## src/rtl/i2s_queue_pkg.sv

```systemverilog
`timescale 1ns/1ps
package i2s_queue_pkg;
    localparam int SAMPLE_W = 16;
    typedef logic [SAMPLE_W-1:0] sample_t;
    typedef enum logic {
        CH_LEFT  = 1'b0,
        CH_RIGHT = 1'b1
    } chan_e;
endpackage

```

## src/rtl/i2s_desc_ring.sv

```systemverilog
`timescale 1ns/1ps
module i2s_desc_ring #(
    parameter int ADDR_W = 16,
    parameter int LEN_W  = 12,
    parameter int DEPTH  = 5,
    localparam int IDX_W = $clog2(DEPTH),
    localparam int NS_W  = LEN_W - 1
) (
    input  logic              clk,
    input  logic              rst_n,
    input  logic              post_valid,
    input  logic [ADDR_W-1:0] post_addr,
    input  logic [LEN_W-1:0]  post_len,
    input  logic              adv,
    output logic              head_valid,
    output logic [ADDR_W-1:0] head_addr,
    output logic [NS_W-1:0]   head_nsamp,
    output logic              post_full,
    output logic [IDX_W-1:0]  rd_idx,
    output logic [IDX_W-1:0]  put_idx
);
    typedef struct packed {
        logic [DEPTH-1:0][ADDR_W-1:0] addr;
        logic [DEPTH-1:0][NS_W-1:0]   nsamp;
        logic [IDX_W-1:0]             put;
        logic [IDX_W-1:0]             rd;
        logic                         full;
    } ring_t;

    ring_t q, d;
    logic [IDX_W-1:0] put_next;

    function automatic logic [IDX_W-1:0] bump(input logic [IDX_W-1:0] idx);
        return (idx == IDX_W'(DEPTH - 1)) ? '0 : idx + 1'b1;
    endfunction

    always_comb begin
        d        = q;
        d.full   = 1'b0;
        put_next = bump(q.put);
        if (post_valid) begin
            if (put_next == q.rd) begin
                d.full = 1'b1;
            end else begin
                d.addr[q.put]  = post_addr;
                d.nsamp[q.put] = post_len[LEN_W-1:1];
                d.put          = put_next;
            end
        end
        if (adv) begin
            d.rd = bump(q.rd);
        end
    end

    always_ff @(posedge clk or negedge rst_n) begin
        if (!rst_n) begin
            q <= '0;
        end else begin
            q <= d;
        end
    end

    assign head_valid = (q.rd != q.put);
    assign head_addr  = q.addr[q.rd];
    assign head_nsamp = q.nsamp[q.rd];
    assign post_full  = q.full;
    assign rd_idx     = q.rd;
    assign put_idx    = q.put;
endmodule

```

## src/rtl/i2s_play_ctrl.sv

```systemverilog
`timescale 1ns/1ps
module i2s_play_ctrl
    import i2s_queue_pkg::*;
#(
    parameter int ADDR_W = 16,
    parameter int LEN_W  = 12,
    localparam int NS_W  = LEN_W - 1
) (
    input  logic              clk,
    input  logic              rst_n,
    input  logic              head_valid,
    input  logic [ADDR_W-1:0] head_addr,
    input  logic [NS_W-1:0]   head_nsamp,
    input  logic              bnd,
    input  logic              bnd_ch,
    output sample_t           word,
    output logic              mem_rd,
    output logic [ADDR_W-1:0] mem_addr,
    input  sample_t           mem_rdata,
    output logic              done_valid,
    output logic [ADDR_W-1:0] done_addr
);
    typedef struct packed {
        logic [NS_W-1:0] off;
        logic            pend;
        logic            stg_v;
        sample_t         stg;
        logic            started;
    } play_t;

    play_t q, d;
    logic  take_ok;

    always_comb begin
        d          = q;
        word       = '0;
        done_valid = 1'b0;
        mem_rd     = 1'b0;
        take_ok    = (bnd_ch == CH_LEFT) || q.started;
        if (q.pend) begin
            d.stg   = mem_rdata;
            d.stg_v = 1'b1;
            d.pend  = 1'b0;
        end
        if (head_valid && (head_nsamp == '0)) begin
            done_valid = 1'b1;
            d.off      = '0;
            d.started  = 1'b0;
        end else if (head_valid && bnd && q.stg_v && take_ok) begin
            word      = q.stg;
            d.stg_v   = 1'b0;
            d.started = 1'b1;
            if (q.off == head_nsamp) begin
                done_valid = 1'b1;
                d.off      = '0;
                d.started  = 1'b0;
            end
        end else if (head_valid && !q.stg_v && !q.pend && (q.off < head_nsamp)) begin
            mem_rd = 1'b1;
            d.off  = q.off + 1'b1;
            d.pend = 1'b1;
        end
    end

    always_ff @(posedge clk or negedge rst_n) begin
        if (!rst_n) begin
            q <= '0;
        end else begin
            q <= d;
        end
    end

    assign mem_addr  = head_addr + ADDR_W'({q.off, 1'b0});
    assign done_addr = head_addr;
endmodule

```

## src/rtl/i2s_serial_tx.sv

```systemverilog
`timescale 1ns/1ps
module i2s_serial_tx
    import i2s_queue_pkg::*;
#(
    parameter int HALF_DIV = 4,
    localparam int HC_W    = $clog2(HALF_DIV) + 1,
    localparam int BC_W    = $clog2(SAMPLE_W)
) (
    input  logic    clk,
    input  logic    rst_n,
    input  logic    slave_mode,
    input  logic    sclk_in,
    input  logic    ws_in,
    input  sample_t word_in,
    output logic    bnd,
    output logic    bnd_ch,
    output logic    sclk_out,
    output logic    ws_out,
    output logic    sd_out
);
    typedef struct packed {
        logic [HC_W-1:0] hcnt;
        logic            sclk;
        logic            ws;
        logic [BC_W-1:0] bcnt;
        sample_t         sh;
        logic            sd;
        logic [1:0]      s_sclk;
        logic [1:0]      s_ws;
        logic            s_prev;
        logic            ws_last;
    } ser_t;

    localparam ser_t SER_RST = '{
        hcnt:    '0,
        sclk:    1'b0,
        ws:      1'b1,
        bcnt:    BC_W'(SAMPLE_W - 1),
        sh:      '0,
        sd:      1'b0,
        s_sclk:  '0,
        s_ws:    2'b11,
        s_prev:  1'b0,
        ws_last: 1'b1
    };

    ser_t q, d;
    logic fall;

    always_comb begin
        d        = q;
        fall     = 1'b0;
        bnd      = 1'b0;
        bnd_ch   = CH_LEFT;
        d.s_sclk = {q.s_sclk[0], sclk_in};
        d.s_ws   = {q.s_ws[0], ws_in};
        d.s_prev = q.s_sclk[1];
        if (slave_mode) begin
            fall = q.s_prev && !q.s_sclk[1];
            if (fall) begin
                bnd       = (q.s_ws[1] != q.ws_last);
                bnd_ch    = q.s_ws[1];
                d.ws_last = q.s_ws[1];
            end
        end else begin
            if (q.hcnt == HC_W'(HALF_DIV - 1)) begin
                d.hcnt = '0;
                d.sclk = !q.sclk;
                if (q.sclk) begin
                    fall   = 1'b1;
                    d.bcnt = q.bcnt + 1'b1;
                    if (q.bcnt == BC_W'(SAMPLE_W - 1)) begin
                        bnd    = 1'b1;
                        d.ws   = !q.ws;
                        bnd_ch = !q.ws;
                    end
                end
            end else begin
                d.hcnt = q.hcnt + 1'b1;
            end
        end
        if (fall) begin
            d.sd = q.sh[SAMPLE_W-1];
            d.sh = bnd ? word_in : (q.sh << 1);
        end
    end

    always_ff @(posedge clk or negedge rst_n) begin
        if (!rst_n) begin
            q <= SER_RST;
        end else begin
            q <= d;
        end
    end

    assign sclk_out = slave_mode ? 1'b0 : q.sclk;
    assign ws_out   = slave_mode ? 1'b0 : q.ws;
    assign sd_out   = q.sd;
endmodule

```

## src/rtl/i2s_queue_tx.sv

```systemverilog
`timescale 1ns/1ps
module i2s_queue_tx
    import i2s_queue_pkg::*;
#(
    parameter int ADDR_W   = 16,
    parameter int LEN_W    = 12,
    parameter int DEPTH    = 5,
    parameter int HALF_DIV = 4,
    localparam int IDX_W   = $clog2(DEPTH),
    localparam int NS_W    = LEN_W - 1
) (
    input  logic              clk,
    input  logic              rst_n,
    input  logic              slave_mode,
    input  logic              post_valid,
    input  logic [ADDR_W-1:0] post_addr,
    input  logic [LEN_W-1:0]  post_len,
    output logic              post_full,
    output logic              mem_rd,
    output logic [ADDR_W-1:0] mem_addr,
    input  logic [15:0]       mem_rdata,
    output logic              done_valid,
    output logic [ADDR_W-1:0] done_addr,
    input  logic              sclk_in,
    input  logic              ws_in,
    output logic              sclk_out,
    output logic              ws_out,
    output logic              sd_out
);
    logic              head_valid;
    logic [ADDR_W-1:0] head_addr;
    logic [NS_W-1:0]   head_nsamp;
    logic [IDX_W-1:0]  rd_idx;
    logic [IDX_W-1:0]  put_idx;
    logic              bnd;
    logic              bnd_ch;
    sample_t           word;

    i2s_desc_ring #(.ADDR_W(ADDR_W), .LEN_W(LEN_W), .DEPTH(DEPTH)) u_ring (
        .clk        (clk),
        .rst_n      (rst_n),
        .post_valid (post_valid),
        .post_addr  (post_addr),
        .post_len   (post_len),
        .adv        (done_valid),
        .head_valid (head_valid),
        .head_addr  (head_addr),
        .head_nsamp (head_nsamp),
        .post_full  (post_full),
        .rd_idx     (rd_idx),
        .put_idx    (put_idx)
    );

    i2s_play_ctrl #(.ADDR_W(ADDR_W), .LEN_W(LEN_W)) u_play (
        .clk        (clk),
        .rst_n      (rst_n),
        .head_valid (head_valid),
        .head_addr  (head_addr),
        .head_nsamp (head_nsamp),
        .bnd        (bnd),
        .bnd_ch     (bnd_ch),
        .word       (word),
        .mem_rd     (mem_rd),
        .mem_addr   (mem_addr),
        .mem_rdata  (mem_rdata),
        .done_valid (done_valid),
        .done_addr  (done_addr)
    );

    i2s_serial_tx #(.HALF_DIV(HALF_DIV)) u_ser (
        .clk        (clk),
        .rst_n      (rst_n),
        .slave_mode (slave_mode),
        .sclk_in    (sclk_in),
        .ws_in      (ws_in),
        .word_in    (word),
        .bnd        (bnd),
        .bnd_ch     (bnd_ch),
        .sclk_out   (sclk_out),
        .ws_out     (ws_out),
        .sd_out     (sd_out)
    );
endmodule

```

## config.mk

```make
export PLATFORM = sky130hd
export DESIGN_NAME = i2s_queue_tx
export DESIGN_NICKNAME = d
export VERILOG_FILES = /design/src/rtl/i2s_queue_pkg.sv /design/src/rtl/i2s_desc_ring.sv /design/src/rtl/i2s_play_ctrl.sv /design/src/rtl/i2s_serial_tx.sv /design/src/rtl/i2s_queue_tx.sv
export SDC_FILE = /design/constraint.sdc
export NUM_CORES = 1
export LEC_CHECK = 0
export BUFFER_PORTS_ARGS = -buffer_cell sky130_fd_sc_hd__clkbuf_2
export CORE_ASPECT_RATIO = 1.1
export CORE_UTILIZATION = 35
export CTS_CLUSTER_SIZE = 8
export DETAILED_ROUTE_END_ITERATION = 10
export SLEW_MARGIN = 25
export SYNTH_ARGS = -nofsm -noshare
export SYNTH_HDL_FRONTEND = slang
export SYNTH_SLANG_ARGS = --single-unit
export TNS_END_PERCENT = 20
```

## constraint.sdc

```tcl
create_clock -name clk -period 5 [get_ports clk]
set_input_delay 0.5 -clock clk [delete_from_list [all_inputs] [get_ports clk]]
set_output_delay 0.5 -clock clk [all_outputs]
set_load 0.03 [all_outputs]
```

==> impl_metrics.env, run 1 <==
export IMPL_synth_top_cell_by_area="dfrtp_1"
export IMPL_worstSetupStartpoint="u_ring.rd_idx[0]"
export IMPL_synth_cell_types=63
export IMPL_cp_arrival_ns=3.93
export IMPL_slowest_delay_ns=0.58
export IMPL_drcViolationCount=0
export IMPL_cts_made_buffers=29
export IMPL_cts_max_path_buffers=3
export IMPL_layout_nets=994
export IMPL_core_um2=28000
export IMPL_crit_family="compound AO/OA/AOI/OAI gates"
export IMPL_seq_area_frac_synth_pct=50.8
export IMPL_ys_top_cells_by_area="dfrtp_1, mux2_2, mux2i_1"
export IMPL_power_density_nw_per_um2=755
export IMPL_fin_crit_ns=4.43
export IMPL_ys_seq_elements=204
export IMPL_crit_path_end_kind="primary output"
export IMPL_clkTransAtPathRegs_ns=0.05
export IMPL_ioPinCount=88
export IMPL_ys_async_sr_fraction_pct=100
export IMPL_hold_class="in2reg"
export IMPL_start_util_pct=35.9
export IMPL_total_leakage_power_nw=5.38
export IMPL_worst_pin_slew_ns=0.965
export IMPL_rsz0062_at_grt="false"
export IMPL_grt_pass1_vias=6917
export IMPL_final_core_util_pct=41.9
export IMPL_critPathKind="reg2out"
export IMPL_start_kind="flop"
export IMPL_hold_ws_ns=0.0593
export IMPL_maxSlewViolCount=0
export IMPL_via_per_inst=5.24
export IMPL_fin_ws_ns=0.567
export IMPL_n_antenna_cell=0
export IMPL_via_count=6743
export IMPL_avgSynthCellArea_um2=12.2
export IMPL_crit_slowest_cell="dfrtp_2"
export IMPL_drive_above_1_share_pct=34.7
export IMPL_yosysTopAreaCellShare_pct=48.7
export IMPL_clock_latency_ns=0.54
export IMPL_hpwl_mm=15.4
export IMPL_cts_max_level=1
export IMPL_drt_iter0_markers=307
export IMPL_die_x_um=164
export IMPL_drv_cap=0
export IMPL_status="completed"
export IMPL_finClkSkew_ns=0.0286
export IMPL_die_h_um=180
export IMPL_yosysWarnings=0
export IMPL_syn_num_nets=903
export IMPL_fin_crit_sh_pct=88.7
export IMPL_crit_required_ns=4.50
export IMPL_critical_path_buf_inv_count=3
export IMPL_crit_fanout=17
export IMPL_netlist_instances=823
export IMPL_path_cells="buf_4, mux2i_1, o22ai_1, ha_1, inv_1, fa_1, nor2b_1, o21a_1, o21ai_0, a21oi_1, o21a_1, o2111ai_1, xnor2_1, clkbuf_2"
export IMPL_routedWlPerCell_um=18.0
export IMPL_gp_congestion=0.805
export IMPL_timing_fmax_ghz=0.226
export IMPL_final_hold_viol_count=0
export IMPL_syn_area_um2=10100
export IMPL_wl_mm=23.2
export IMPL_layout_area_overhead_vs_synth_pct=16.5
export IMPL_rows=64
export IMPL_cts_repair_resized=0
export IMPL_ir_drop_uv=859
export IMPL_tns_ns=0
export IMPL_final_setup_viol_count=0
export IMPL_antenna_left=0
export IMPL_grt_max_degree=125
export IMPL_overflow=0
export IMPL_io_buffers=86
export IMPL_synth_flop_cell="dfrtp_1"
export IMPL_design_die_area_um2=29500
export IMPL_numClockSinks=204
export IMPL_min_from="ws_in"
export IMPL_cp_common_cell="o21a_1"
export IMPL_grt_first_pass_wirelength_mm=37.6
export IMPL_cts_root_buf="clkbuf_16"
export IMPL_dr_pass1_iters=4
export IMPL_gr_usage_all_layers_pct=16.0
export IMPL_cts_tree="done"
export IMPL_dp_worst_setup_slack_ns=1.13
export IMPL_r2r_start="u_ring.rd_idx[0]"
export IMPL_synth_edf_count=0
export IMPL_antenna_found_initial=0
export IMPL_slew_headroom_pct=35.6
-- final cells by class --
type / instances / area (um2)
Inverter: 18 / 67.6
Clock inverter: 2 / 38.8
Tap cell: 363 / 454
Sequential cell: 204 / 5120
Timing Repair Buffer: 105 / 618
Fill cell: 2693 / 16300
Clock buffer: 40 / 767
Multi-Input combinational cell: 556 / 4670
-- logic make-up after synthesis --
| kind of cell | Yosys count | synth area share (%) |
|---|---|---|
| adders and majority gates | 30 | 3.80 |
| DFF | 204 | 50.8 |
| AOI/OAI and AO/OA | 147 | 9.55 |
| muxes | 206 | 23.0 |
| and+or+nand+nor | 150 | 8.00 |
| xor gates and xnor gates | 23 | 2.00 |
| buffers and inverters | 63 | 2.87 |
-- synthesized netlist by cell type (9+ instances only) --
library cell	count
a21o_1	18
a21oi_1	44
o22ai_1	15
a22o_1	12
buf_2	21
mux2i_1	40
nor2b_1	14
xnor2_1	14
xor2_1	9
nand2_1	21
inv_1	17
o21ai_0	19
dfrtp_1	196
clkbuf_1	16
nor3_1	14
ha_1	29
nor2_1	41
mux2_2	162
-- state kept, by name, summed over array words and instances, names as in the netlist --
name              count
u_ring.post_full      1
u_ring.q            135
u_ring.rd_idx         3
u_play.q             30
u_ser.sd_out          1
u_ser.d               3
u_ring.put_idx        3
u_ser.q              28
-- stage by stage --
step	power, W	cell area (um2)	std cells
detailed placement	0.00712	10900	1244
global placement	0.00704	10900	1244
finish	0.00886	11700	1288
CTS	0.00895	11700	1286
global route	0.00947	11700	1288
floorplan	0.00603	10100	823
-- worst paths after layout --
path | endpoint | slack (ns) | depth (start not counted)
worst max-delay path | mem_addr[15] | 0.57 | 14
min in group asynchronous | u_play.q[7] | 0.45 | 2
worst max register to register | u_play.q[23] | 1.27 | 13
worst min-delay path | u_ser.d[3] | 0.06 | 1
worst min register to register | u_ser.d[1] | 0.35 | 0
max in group asynchronous | u_ring.q[98] | 3.40 | 4
-- metal layers --
metal | vias up | GRT usage, % | part of all wire, %
met5 | - | 0 | 0
met1 | 3366 | 22.3 | 47
met4 | 0 | 4.04 | 2.3
met2 | 162 | 25.4 | 46
met3 | 39 | 2.95 | 5.2
li1 | 3176 | - | -
-- cell usage in the layout (no fill, tap or decap), types with 6 or more instances in the layout --
cell / instances
nand3_1: 7
nand3b_1: 8
buf_4: 16
a21o_1: 18
and3_1: 8
a21oi_1: 44
xnor2_1: 14
xor2_1: 9
o21ai_1: 6
nor2_1: 40
ha_1: 29
nand2b_1: 6
o21a_1: 6
nor2b_1: 14
and2_1: 8
clkbuf_2: 85
dfrtp_1: 194
nand2_1: 21
dfstp_2: 8
o22ai_1: 15
a22o_1: 12
nor3_1: 14
clkbuf_1: 11
mux2i_1: 40
inv_1: 17
clkbuf_16: 29
mux2_2: 162
o21ai_0: 19
-- power breakdown --
part | internal, W | leakage [nW] | switching (W)
Sequential | 0.00244 | 2.47 | 0.000513
Combinational | 0.00180 | 2.52 | 0.00232
Clock | 0.00109 | 0.389 | 0.000686
Total | 0.00534 | 5.38 | 0.00352
-- repair_timing --
item                       4_1_cts  5_1_grt
hold buffers                     0        1
buffers inserted                 0        0
setup endpoints to repair        0        0
hold endpoints to repair         0       40
Power figures use the tool's default switching activity.
==> inputs of run 2 (changes only) <==
- BUFFER_PORTS_ARGS: -buffer_cell sky130_fd_sc_hd__clkbuf_2 -> default
- DONT_BUFFER_PORTS: default -> 1
==> impl_metrics.env, run 2 (synthesis results as in run 1) <==
export IMPL_maxSlewViolCount=0
export IMPL_gr_usage_all_layers_pct=15.9
export IMPL_antenna_left=0
export IMPL_crit_family="compound AO/OA/AOI/OAI gates"
export IMPL_cts_max_level=1
export IMPL_violations="negative hold slack"
export IMPL_io_buffers=0
export IMPL_worst_pin_slew_ns=1.01
export IMPL_slowest_delay_ns=0.61
export IMPL_hpwl_mm=14.8
export IMPL_r2r_end="u_play.q[28]"
export IMPL_cts_tree="done"
export IMPL_grt_pass1_vias=6843
export IMPL_start_util_pct=35.9
export IMPL_hold_buffers=2
export IMPL_layout_area_overhead_vs_synth_pct=13.2
export IMPL_final_area_um2=11400
export IMPL_rsz0062_at_grt="false"
export IMPL_mostFrequentLayoutCells="dfrtp_1, mux2_2, a21oi_1"
export IMPL_cts_made_buffers=29
export IMPL_antenna_found_initial=0
export IMPL_ir_drop_uv=592
export IMPL_rows=64
export IMPL_cp_arrival_ns=4.23
export IMPL_largest_reg_flops=135
export IMPL_fin_crit_sh_pct=94.6
export IMPL_start_kind="flop"
export IMPL_final_hold_viol_count=204
export IMPL_crit_required_ns=4.50
export IMPL_ioPinCount=88
export IMPL_via_per_inst=5.34
export IMPL_timing_fmax_ghz=0.211
export IMPL_drive_above_1_share_pct=29.4
export IMPL_final_core_util_pct=40.7
export IMPL_clock_latency_ns=0.55
export IMPL_clkTransAtPathRegs_ns=0.05
export IMPL_tns_ns=0
export IMPL_rrSetupSlack_ns=0.97
export IMPL_r2r_start="u_ring.rd_idx[0]"
export IMPL_routedWlPerCell_um=18.8
export IMPL_critPathKind="reg2out"
export IMPL_hold_ws_ns=-0.334
export IMPL_total_leakage_power_nw=5.08
export IMPL_overflow=0
export IMPL_crit_slowest_cell="nor2b_1"
export IMPL_power_density_nw_per_um2=777
export IMPL_reg2reg_depth=14
export IMPL_layout_nets=924
export IMPL_crit_path_end_kind="primary output"
export IMPL_drv_cap=0
export IMPL_final_common_cell="dfrtp_1"
export IMPL_gp_congestion=0.781
export IMPL_postPlaceCellArea_um2=10600
export IMPL_final_setup_viol_count=0
export IMPL_crit_fanout=11
export IMPL_core_um2=28000
export IMPL_drcViolationCount=0
export IMPL_grt_max_degree=205
export IMPL_path_cells="nor2b_1, buf_4, a21oi_1, o22ai_1, ha_1, nor2b_1, o21a_1, o21ai_0, a21oi_1, o21a_1, o21ai_0, xnor2_1, buf_4"
export IMPL_wl_mm=22.9
export IMPL_drt_iter0_markers=298
export IMPL_cts_root_buf="clkbuf_16"
export IMPL_regMostFlops="u_ring.q"
export IMPL_n_antenna_cell=0
export IMPL_status="finished with violations"
export IMPL_power_w=0.00886
export IMPL_critical_path_buf_inv_count=2
export IMPL_dr_pass1_iters=5
export IMPL_die_x_um=164
export IMPL_numClockSinks=204
export IMPL_cts_max_path_buffers=3
export IMPL_grt_first_pass_wirelength_mm=37.2
export IMPL_design_die_area_um2=29500
export IMPL_die_h_um=180
export IMPL_finClkSkew_ns=0.0175
export IMPL_largestRegisters="u_ring.q x135, u_play.q x30, u_ser.q x28"
export IMPL_fin_crit_ns=4.73
export IMPL_hold_class="in2async"
export IMPL_via_count=6504
export IMPL_slew_headroom_pct=32.5
==> run 2: power breakdown <==
| part | leakage (nW) | internal, W | switching [W] | total [W] |
|---|---|---|---|---|
| sequential | 2.47 | 0.00244 | 0.000502 | 0.00294 |
| combinational | 2.22 | 0.00185 | 0.00228 | 0.00413 |
| clock | 0.393 | 0.00110 | 0.000692 | 0.00179 |
| total | 5.08 | 0.00539 | 0.00347 | 0.00886 |
==> run 2: how the worst max path moves through the flow <==
stage	end	depth (start not counted)	slack, ns	start
detailed placement	u_play.q[20]	13	0.81	u_ring.rd_idx[0]
floorplan	mem_addr[15]	17	0.18	u_ring.rd_idx[0]
CTS	mem_rd	12	0.25	u_ring.rd_idx[0]
global placement	mem_addr[14]	11	0.83	u_ring.rd_idx[2]
global route	mem_addr[13]	13	0.003	u_ring.rd_idx[2]
finish	mem_addr[13]	13	0.27	u_ring.rd_idx[2]
==> run 2: cell type report <==
class | count | area, um2
fill | 2727 | 16600
tap | 363 | 454
timing repair buffer | 35 | 268
clock buffer | 39 | 763
multi-input combinational | 556 | 4680
inverter | 18 | 67.6
clock inverter | 2 | 50.0
sequential | 204 | 5120
==> run 2: what timing repair did <==
item / 4_1_cts / 5_1_grt
endpoints found under the setup margin: 0 / 1
endpoints found under the hold margin: 206 / 204
buffers inserted: 0 / 0
gates resized for setup: 0 / 1
==> run 2: through the flow <==
stage / setup WS [ns] / cells / hold WS, ns
6_report: 0.268 / 1217 / -0.334
3_3_place_gp: 0.833 / 1174 / 0.213
5_1_grt: 0.00325 / 1217 / -0.359
3_5_place_dp: 0.814 / 1174 / 0.213
2_1_floorplan: 0.177 / 823 / 0.204
4_1_cts: 0.250 / 1217 / -0.367
==> run 2: metal layers <==
layer  vias up  track usage [%]  share of wire [%]
li1       3025                -                  -
met1      3294             21.4                 46
met2       153             25.4                 46
met3        32             4.06                6.5
met4         0             3.74                2.0
met5         -                0                  0
==> run 2: worst reg2reg max path, delay by kind of cell, from the launching register on <==
kind,cells,cell delay (ns)
flops,1,0.35
compound gates,8,1.41
fa+ha+maj,1,0.27
simple gates,2,0.74
buf+inv,3,1.20
==> inputs of run 3 (changes only) <==
- CELL_PAD_IN_SITES_DETAIL_PLACEMENT: default -> 0
- CELL_PAD_IN_SITES_GLOBAL_PLACEMENT: default -> 1
- PLACE_DENSITY_LB_ADDON: default -> 0.1
==> impl_metrics.env, run 3 (synthesis results as in run 1) <==
export IMPL_crit_fanout=20
export IMPL_cts_max_level=1
export IMPL_routedWlPerCell_um=20.6
export IMPL_via_count=6552
export IMPL_rrSetupSlack_ns=0.84
export IMPL_ir_drop_uv=351
export IMPL_status="finished with violations"
export IMPL_power_density_nw_per_um2=782
export IMPL_io_buffers=0
export IMPL_final_common_cell="dfrtp_1"
export IMPL_fin_crit_sh_pct=92.9
export IMPL_start_kind="flop"
export IMPL_die_h_um=180
export IMPL_drcViolationCount=0
export IMPL_final_setup_viol_count=0
export IMPL_core_um2=28000
export IMPL_drt_iter0_markers=321
export IMPL_regMostFlops="u_ring.q"
export IMPL_largest_reg_flops=135
export IMPL_reg2reg_depth=13
export IMPL_r2r_end="u_play.q[29]"
export IMPL_antenna_found_initial=0
export IMPL_grt_pass1_vias=6953
export IMPL_rsz0062_at_grt="false"
export IMPL_grt_max_degree=205
export IMPL_crit_required_ns=4.50
export IMPL_cts_root_buf="clkbuf_16"
export IMPL_clkTransAtPathRegs_ns=0.05
export IMPL_final_core_util_pct=40.9
export IMPL_r2r_start="u_ring.rd_idx[0]"
export IMPL_start_util_pct=35.9
export IMPL_slew_headroom_pct=34.7
export IMPL_cp_arrival_ns=4.15
export IMPL_antenna_left=0
export IMPL_cts_made_buffers=29
export IMPL_total_leakage_power_nw=5.12
export IMPL_cts_max_path_buffers=3
export IMPL_drive_above_1_share_pct=30.0
export IMPL_hpwl_mm=16.3
export IMPL_mostFrequentLayoutCells="dfrtp_1, mux2_2, a21oi_1"
export IMPL_clock_latency_ns=0.54
export IMPL_die_x_um=164
export IMPL_final_seq_area_um2=5120
export IMPL_dr_pass1_iters=4
export IMPL_final_hold_viol_count=204
export IMPL_layout_area_overhead_vs_synth_pct=13.7
export IMPL_hold_buffers=2
export IMPL_multi_input_area_um2=4670
export IMPL_hold_ws_ns=-0.335
export IMPL_via_per_inst=5.33
export IMPL_numClockSinks=204
export IMPL_cts_tree="done"
export IMPL_fill_cells=2649
export IMPL_overflow=0
export IMPL_ioPinCount=88
export IMPL_finClkSkew_ns=0.0167
export IMPL_worst_pin_slew_ns=0.975
export IMPL_layout_nets=934
export IMPL_design_die_area_um2=29500
export IMPL_wl_mm=25.4
export IMPL_timing_fmax_ghz=0.215
export IMPL_grt_first_pass_wirelength_mm=40.1
export IMPL_largestRegisters="u_ring.q x135, u_play.q x30, u_ser.q x28"
export IMPL_crit_path_end_kind="primary output"
export IMPL_critPathKind="reg2out"
export IMPL_rows=64
export IMPL_fin_crit_ns=4.65
export IMPL_hold_class="in2async"
export IMPL_tns_ns=0
export IMPL_n_antenna_cell=0
export IMPL_violations="negative hold slack"
export IMPL_maxSlewViolCount=0
export IMPL_gp_congestion=0.801
export IMPL_gr_usage_all_layers_pct=17.6
export IMPL_drv_cap=0
run 3: through the flow:
step                setup slack [ns]  std cells  instance area (um2)  hold slack, ns  power (W)
floorplan                      0.177        823                10100           0.204    0.00603
global placement               0.761       1184                10600           0.216    0.00715
detailed placement             0.743       1184                10600           0.216    0.00729
CTS                            0.164       1229                11400          -0.360    0.00909
global route                 0.00897       1229                11400          -0.365    0.00957
finish                         0.354       1229                11400          -0.335    0.00896
run 3: worst max path at each step:
stage	from	endpoint	slack [ns]	cells after the start
floorplan	u_ring.rd_idx[0]	mem_addr[15]	0.18	17
global placement	u_ring.rd_idx[2]	mem_addr[14]	0.76	13
detailed placement	u_ring.rd_idx[0]	u_play.q[28]	0.74	13
CTS	u_ring.rd_idx[2]	mem_addr[15]	0.16	12
global route	u_ring.rd_idx[1]	mem_addr[13]	0.009	12
finish	u_ring.rd_idx[1]	mem_addr[14]	0.35	13
run 3: worst max-delay path: stages (launching register included):
cell	delay (ns)
dfrtp_1	0.56
buf_4	0.39
mux4_2	0.25
inv_1	0.04
o21ai_0	0.45
ha_1	0.37
and3_1	0.18
a221o_1	0.38
nor2b_1	0.15
o21bai_1	0.13
a21oi_1	0.25
nor2_1	0.08
xor2_1	0.15
buf_4	0.21
run 3: cell type report:
| cell class | count | share of cell area [%] |
|---|---|---|
| clock buffers | 42 | 6.85 |
| repair buffers | 45 | 2.99 |
| clock inverters | 1 | 0.0765 |
| inverters | 18 | 0.590 |
| multi-input cells | 556 | 40.8 |
| well taps | 363 | 3.97 |
| flip-flops and latches | 204 | 44.7 |
run 3: power by group:
group | switching (W) | internal (W)
Sequential | 0.000546 | 0.00244
Clock | 0.000683 | 0.00106
Combinational | 0.00233 | 0.00189
run 3: timing repair:
action | 4_1_cts | 5_1_grt
endpoints found under the setup margin | 0 | 3
gates resized for setup | 0 | 3
endpoints found under the hold margin | 206 | 204
buffers inserted | 0 | 0
run 3: routing by layer:
metal	up-vias	GRT usage [%]	part of all wire (%)
met5	-	0	0
met4	0	4.89	2.1
met3	39	3.48	4.6
met2	118	29.9	50
met1	3345	22.6	44
li1	3050	-	-
